### config.mk
export PLATFORM = sky130hd
export DESIGN_NAME = entry_table_port
export DESIGN_NICKNAME = d
export VERILOG_FILES = /design/src/rtl/tbl_if_pkg.sv /design/src/rtl/tbl_reg_decode.sv /design/src/rtl/tbl_clear_seq.sv /design/src/rtl/tbl_entry_ram.sv /design/src/rtl/entry_table_port.sv
export SDC_FILE = /design/constraint.sdc
export NUM_CORES = 2
export LEC_CHECK = 0
export ABC_CLOCK_PERIOD_IN_PS = 11900
export BUFFER_PORTS_ARGS = -buffer_cell sky130_fd_sc_hd__clkbuf_2
export CAP_MARGIN = 15
export CORE_ASPECT_RATIO = 1.75
export CORE_MARGIN = 1
export CORE_UTILIZATION = 35
export DETAILED_ROUTE_END_ITERATION = 6
export PLACE_DENSITY = 0.49
export SETUP_SLACK_MARGIN = 0.5
export SYNTH_ARGS = -nofsm -noshare
export SYNTH_HDL_FRONTEND = slang
export SYNTH_HIERARCHICAL = 1
export SYNTH_MEMORY_MAX_BITS = 65536
export SYNTH_SLANG_ARGS = --single-unit
### constraint.sdc
create_clock -name clk -period 11.9 [get_ports clk]
set_clock_uncertainty 0.1 [all_clocks]
set_input_delay 2.38 -clock clk [delete_from_list [all_inputs] [get_ports clk]]
set_output_delay 2.38 -clock clk [all_outputs]
set_load 0.01 [all_outputs]
### src/rtl/tbl_if_pkg.sv
package tbl_if_pkg;
  localparam int ENTRY_W = 68;
  localparam int WORD_W  = 32;
  localparam int HI_W    = ENTRY_W - 2 * WORD_W;

  localparam logic [7:0] OFS_ID    = 8'h00;
  localparam logic [7:0] OFS_CTRL  = 8'h08;
  localparam logic [7:0] OFS_TCTL  = 8'h20;
  localparam logic [7:0] OFS_W_HI  = 8'h34;
  localparam logic [7:0] OFS_W_MID = 8'h38;
  localparam logic [7:0] OFS_W_LO  = 8'h3C;

  localparam int CMT_BIT = 31;
  localparam int EN_BIT  = 31;
  localparam int CLR_BIT = 30;

  typedef enum logic [2:0] {
    SEL_NONE, SEL_ID, SEL_CTRL, SEL_TCTL, SEL_HI, SEL_MID, SEL_LO
  } rsel_e;

  typedef struct packed {
    logic ctrl;
    logic tctl;
    logic hi;
    logic mid;
    logic lo;
  } wstb_t;
endpackage

### src/rtl/tbl_reg_decode.sv
module tbl_reg_decode
  import tbl_if_pkg::*;
#(
  parameter int ADDR_W = 8
) (
  input  logic [ADDR_W-1:0] addr,
  input  logic              wr_en,
  output wstb_t             wstb,
  output rsel_e             rsel
);
  always_comb begin
    rsel = SEL_NONE;
    case (addr)
      ADDR_W'(OFS_ID):    rsel = SEL_ID;
      ADDR_W'(OFS_CTRL):  rsel = SEL_CTRL;
      ADDR_W'(OFS_TCTL):  rsel = SEL_TCTL;
      ADDR_W'(OFS_W_HI):  rsel = SEL_HI;
      ADDR_W'(OFS_W_MID): rsel = SEL_MID;
      ADDR_W'(OFS_W_LO):  rsel = SEL_LO;
      default:            rsel = SEL_NONE;
    endcase
  end

  // the identification register takes no write strobe
  always_comb begin
    wstb.ctrl = wr_en && (rsel == SEL_CTRL);
    wstb.tctl = wr_en && (rsel == SEL_TCTL);
    wstb.hi   = wr_en && (rsel == SEL_HI);
    wstb.mid  = wr_en && (rsel == SEL_MID);
    wstb.lo   = wr_en && (rsel == SEL_LO);
  end
endmodule

### src/rtl/tbl_clear_seq.sv
module tbl_clear_seq #(
  parameter int DEPTH = 64,
  parameter int IDX_W = $clog2(DEPTH)
) (
  input  logic             clk,
  input  logic             rst,
  input  logic             start,
  output logic             busy,
  output logic [IDX_W-1:0] ptr
);
  localparam logic [IDX_W-1:0] LAST = IDX_W'(DEPTH - 1);

  always_ff @(posedge clk) begin
    if (rst) begin
      busy <= 1'b0;
      ptr  <= '0;
    end else if (busy) begin
      if (ptr == LAST) busy <= 1'b0;
      else             ptr  <= ptr + 1'b1;
    end else if (start) begin
      busy <= 1'b1;
      ptr  <= '0;
    end
  end

  AST_CLR_START: assert property (@(posedge clk) disable iff (rst)
    (start && !busy) |=> (busy && ptr == '0));
  AST_CLR_PTR_STEP: assert property (@(posedge clk) disable iff (rst)
    (busy && $past(busy)) |-> (ptr == $past(ptr) + 1'b1));
  AST_CLR_ENDS_AT_LAST: assert property (@(posedge clk) disable iff (rst)
    $fell(busy) |-> ($past(ptr) == LAST));
  AST_CLR_NO_RESTART: assert property (@(posedge clk) disable iff (rst)
    (busy && ptr != LAST) |=> busy);
endmodule

### src/rtl/tbl_entry_ram.sv
module tbl_entry_ram #(
  parameter int W     = 68,
  parameter int DEPTH = 64,
  parameter int IDX_W = $clog2(DEPTH)
) (
  input  logic             clk,
  input  logic             we,
  input  logic [IDX_W-1:0] waddr,
  input  logic [W-1:0]     wdata,
  input  logic             re,
  input  logic [IDX_W-1:0] raddr,
  output logic [W-1:0]     rdata
);
  logic [W-1:0] mem [DEPTH];

  always_ff @(posedge clk) begin
    if (we) mem[waddr] <= wdata;
    if (re) rdata <= mem[raddr];
  end
endmodule

### src/rtl/entry_table_port.sv
module entry_table_port
  import tbl_if_pkg::*;
#(
  parameter int         ADDR_W    = 8,
  parameter int         DEPTH     = 64,
  parameter logic [7:0] REV_MAJOR = 8'h02,
  parameter logic [7:0] REV_MINOR = 8'h05
) (
  input  logic              clk,
  input  logic              rst,
  input  logic              bus_wr,
  input  logic              bus_rd,
  input  logic [ADDR_W-1:0] bus_addr,
  input  logic [31:0]       bus_wdata,
  output logic [31:0]       bus_rdata,
  output logic              bus_rvalid,
  output logic              tbl_enable
);
  localparam int IDX_W = $clog2(DEPTH);

  wstb_t wstb;
  rsel_e rsel;

  logic [HI_W-1:0]    word_hi;
  logic [WORD_W-1:0]  word_mid, word_lo;
  logic [IDX_W-1:0]   tctl_idx;
  logic               ctrl_en;
  logic               ld_pend;

  logic               clr_busy;
  logic [IDX_W-1:0]   clr_ptr;

  logic               idx_ok, acc_ok, do_load, do_commit;
  logic [IDX_W-1:0]   req_idx;

  logic               ram_we;
  logic [IDX_W-1:0]   ram_waddr;
  logic [ENTRY_W-1:0] ram_wdata, ram_rdata;
  logic [31:0]        rd_mux;

  tbl_reg_decode #(.ADDR_W(ADDR_W)) u_dec (
    .addr (bus_addr),
    .wr_en(bus_wr),
    .wstb (wstb),
    .rsel (rsel)
  );

  // index in bits 30:0, compared at full width so huge values are rejected
  assign idx_ok    = ({1'b0, bus_wdata[30:0]} < 32'(DEPTH));
  assign req_idx   = bus_wdata[IDX_W-1:0];
  assign acc_ok    = wstb.tctl && idx_ok && !clr_busy;
  assign do_commit = acc_ok && bus_wdata[CMT_BIT];
  assign do_load   = acc_ok && !bus_wdata[CMT_BIT];

  tbl_clear_seq #(.DEPTH(DEPTH), .IDX_W(IDX_W)) u_clr (
    .clk  (clk),
    .rst  (rst),
    .start(wstb.ctrl && bus_wdata[CLR_BIT]),
    .busy (clr_busy),
    .ptr  (clr_ptr)
  );

  // one write port shared by the sweep and the commit path
  always_comb begin
    ram_we    = clr_busy || do_commit;
    ram_waddr = clr_busy ? clr_ptr : req_idx;
    ram_wdata = clr_busy ? '0 : {word_hi, word_mid, word_lo};
  end

  tbl_entry_ram #(.W(ENTRY_W), .DEPTH(DEPTH), .IDX_W(IDX_W)) u_ram (
    .clk  (clk),
    .we   (ram_we),
    .waddr(ram_waddr),
    .wdata(ram_wdata),
    .re   (do_load),
    .raddr(req_idx),
    .rdata(ram_rdata)
  );

  // staging words: the load capture takes priority over bus writes
  always_ff @(posedge clk) begin
    if (rst) begin
      word_hi  <= '0;
      word_mid <= '0;
      word_lo  <= '0;
      ld_pend  <= 1'b0;
    end else begin
      ld_pend <= do_load;
      if (ld_pend) begin
        word_hi  <= ram_rdata[ENTRY_W-1:2*WORD_W];
        word_mid <= ram_rdata[2*WORD_W-1:WORD_W];
        word_lo  <= ram_rdata[WORD_W-1:0];
      end else begin
        if (wstb.hi)  word_hi  <= bus_wdata[HI_W-1:0];
        if (wstb.mid) word_mid <= bus_wdata;
        if (wstb.lo)  word_lo  <= bus_wdata;
      end
    end
  end

  always_ff @(posedge clk) begin
    if (rst) begin
      tctl_idx <= '0;
      ctrl_en  <= 1'b0;
    end else begin
      if (acc_ok)    tctl_idx <= req_idx;
      if (wstb.ctrl) ctrl_en  <= bus_wdata[EN_BIT];
    end
  end

  assign tbl_enable = ctrl_en;

  always_comb begin
    case (rsel)
      SEL_ID:   rd_mux = {16'h0, REV_MAJOR, REV_MINOR};
      SEL_CTRL: rd_mux = {ctrl_en, clr_busy, 30'h0};
      SEL_TCTL: rd_mux = 32'(tctl_idx);
      SEL_HI:   rd_mux = 32'(word_hi);
      SEL_MID:  rd_mux = word_mid;
      SEL_LO:   rd_mux = word_lo;
      default:  rd_mux = '0;
    endcase
  end

  always_ff @(posedge clk) begin
    if (rst) begin
      bus_rdata  <= '0;
      bus_rvalid <= 1'b0;
    end else begin
      bus_rvalid <= bus_rd;
      bus_rdata  <= bus_rd ? rd_mux : '0;
    end
  end

  AST_IDLE_RDATA_ZERO: assert property (@(posedge clk) disable iff (rst)
    !bus_rvalid |-> (bus_rdata == '0));
  AST_ID_VALUE: assert property (@(posedge clk) disable iff (rst)
    (bus_rvalid && $past(rsel == SEL_ID)) |-> (bus_rdata == {16'h0, REV_MAJOR, REV_MINOR}));
  AST_BUSY_READBACK: assert property (@(posedge clk) disable iff (rst)
    (bus_rvalid && $past(rsel == SEL_CTRL)) |-> (bus_rdata[CLR_BIT] == $past(clr_busy)));
  AST_OOR_WORDS_HOLD: assert property (@(posedge clk) disable iff (rst)
    (wstb.tctl && !idx_ok && !ld_pend) |=> ({word_hi, word_mid, word_lo} == $past({word_hi, word_mid, word_lo})));
  AST_LOAD_CAPTURE: assert property (@(posedge clk) disable iff (rst)
    ld_pend |=> ({word_hi, word_mid, word_lo} == $past(ram_rdata)));
  AST_NO_ACCESS_IN_SWEEP: assert property (@(posedge clk) disable iff (rst)
    (clr_busy && wstb.tctl) |=> (!ld_pend && tctl_idx == $past(tctl_idx)));
endmodule

==> run summary <==
Setup violations, final -> 0
Tot Pwr -> 32.0 mW
Reg clk slew, reported paths -> 0.06 ns
TritonCTS Sinks -> 4536
synth warn -> 6
post_cts resized -> 0
Leak Pwr -> 71.5 nW
Peak Freq -> 123 MHz
Placer Congestion -> 0.865
Seq/Total Area, Yosys -> 78.5%
FF-to-FF Start -> u_clr/busy
fin crit period -> 8.15 ns
most frequent cells after synthesis -> edfxtp_1 (4420), mux4_2 (1031), o22ai_1 (370)
worst setup margin -> 3.75 ns
Row Count -> 340
CTS Hold Buffers Added -> 0
max_slew headroom -> 9.33%
Post-synth EDFFs -> 4420
hold path start -> u_ram/rdata[37]
P&R area growth vs syn -> 14.0%
critical setup path kind -> input port to flop
RSZ-0062 raised after global routing -> false
total of max-cap violations -> 0
Worst Tran Pin Value -> 1.36 ns
Initial Util -> 35.1%
top-count cell post-synth -> edfxtp_1
Tot GR Track Use -> 22.7%
First-pass DRT Iterations -> 7
Yosys top cell area share -> 77.2%
post-synth cell types -> 57
Pwr Density -> 163 nW/um^2
WHS -> 0.386 ns
Remaining DRCs -> 66
htree depth -> 5
finished layout cell area -> 196000 sq um
status -> finished with violations
most used cell, CP -> buf_4
Final Non-Filler Cells -> 15000
CORE AREA -> 490000 sq um
Port Buffers -> 77
total CTS buffers -> 416
CP Capture Type -> flop
post-synth top area cell -> edfxtp_1
GR Overflow Total -> 0
async set-reset flop share out of synthesis -> 0%
DRT iter0 DRCs -> 9771
Post-Place Cells -> 14200
Crit Path Max Fanout -> 28
detailed-route via count -> 84800
Area after DPL -> 182000 sq um
startpoint types -> input port
largest net degree at the start of global routing -> 100
Die Ht -> 929 microns
CTS tree -> done
Pins Over Slew Limit -> 0
CP max-delay cell -> nor2_4
Peak supply drop -> 0.133 mV
Wirelength per Cell -> 37.7 microns
via/cell ratio -> 5.65
layout cells sized above 1 -> 27.1%
Critical path origin -> bus_addr[1]
Final HPWL DP -> 354 mm
Hold Path Class -> flop to flop
syn nets -> 7812
initial antenna violation count -> 45
clk buf depth -> 4
IO Pins -> 78
first-pass GRT wire length -> 763 mm
TNS Setup -> 0 ns
clock latency on the worst-skew pair -> 0.99 ns
Crit path arrival time -> 8.67 ns
clock root buffer -> clkbuf_16
synthesized flop and latch total -> 4536
crit share post-route -> 68.5%
CP cell instances -> clkbuf_2 -> or4_4 -> nor3_2 -> buf_4 -> nor4b_2 -> nand4_2 -> nor2_4 -> a21o_1 -> nor2b_1 -> nand2_1 -> nor2_4 -> buf_4 -> buf_4
DP Worst Slack -> 2.85 ns
Horiz. Die Dim -> 532 microns
Die ar. -> 494000 sq um
Synth area leaders -> edfxtp_1 (77%), mux4_2 (14%), dfxtp_1 (1.4%), o22ai_1 (1.3%), mux2i_1 (1.2%)
Post-Synthesis Cells -> 7767
Nets -> 8185
postcts setup bufs -> 0
slowest stage delay, CP -> 0.83 ns
DRT antenna net count -> 0
Avg Cell Area, Syn -> 22.1 sq um
dominant synthesized flop cell -> edfxtp_1
Post-Syn Area -> 172000 sq um
number of global-route vias before repair -> 86500
final core utilization -> 40.0%
WL final -> 565 mm
failing checks -> DRC
Worst EP required -> 12.41 ns
Final Hold Fails -> 0
## flip-flops by register name, indices dropped and copies added (netlist names)
register and cells:
u_ram/mem 4352, word_lo 32, bus_rdata 32, tctl_idx 6, u_ram/rdata 68, ld_pend 1
word_hi 4, bus_rvalid 1, tbl_enable 1, u_clr/busy 1, u_clr/ptr 6, word_mid 32
## cells in the final DEF, fill, tap and decap left out, drive strengths merged, types with 112 or more instances in the layout
master	count
dfxtp	116
edfxtp	4420
buf	352
mux2i	206
nor2	258
o22ai	370
nor2b	161
nor3	112
clkinv	196
a211oi	112
mux4	1031
clkbuf	559
## kinds of logic (layout without fill, tap and decap cells)
kind of cell,count (synthesis),in the layout,synth area share [%]
mux,1245,1245,14.8
fa+ha+maj,1,1,0.00727
buf+inv,472,1192,1.45
compound gates,792,792,3.12
other cells,0,21,0
flops,4536,4536,78.5
simple gates,721,721,2.14
## critical path, delay by kind of cell
family / cells / cell delay (ns)
AOI/OAI and AO/OA: 1 / 0.31
and+or+nand+nor: 8 / 4.09
buffers and inverters: 4 / 1.74
## final cells by class
class	instances	area (sq um)
Fill cell	42900	294000
Sequential cell	4536	135000
Multi-Input combinational cell	2759	35800
Clock buffer	488	10900
Tap cell	6498	8130
Timing Repair Buffer	423	3240
Clock inverter	277	2830
Antenna cell	21	52.6
Inverter	4	17.5
## where the power goes
| part | switching (mW) | total (mW) | internal, mW |
|---|---|---|---|
| clock network | 6.03 | 13.8 | 7.76 |
| logic | 0.715 | 1.00 | 0.286 |
| registers | 0.000386 | 17.3 | 17.3 |
## layer usage
| layer | part of all wire, % | vias up | track usage [%] |
|---|---|---|---|
| li1 | - | 33700 | - |
| met5 | 0.021 | - | 0 |
| met2 | 53 | 3168 | 41.4 |
| met1 | 36 | 47200 | 26.0 |
| met4 | 5.3 | 16 | 10.7 |
| met3 | 5.7 | 756 | 3.31 |
## path summary, 6_finish.rpt
check	endpoint	slack [ns]	depth (start not counted)
max	u_ram/mem[20][43]	3.75	13
max reg2reg	u_ram/mem[20][43]	6.68	9
min	word_mid[5]	0.39	2
min reg2reg	word_mid[5]	0.39	2
Note: power is estimated with default switching activity, not from simulation.
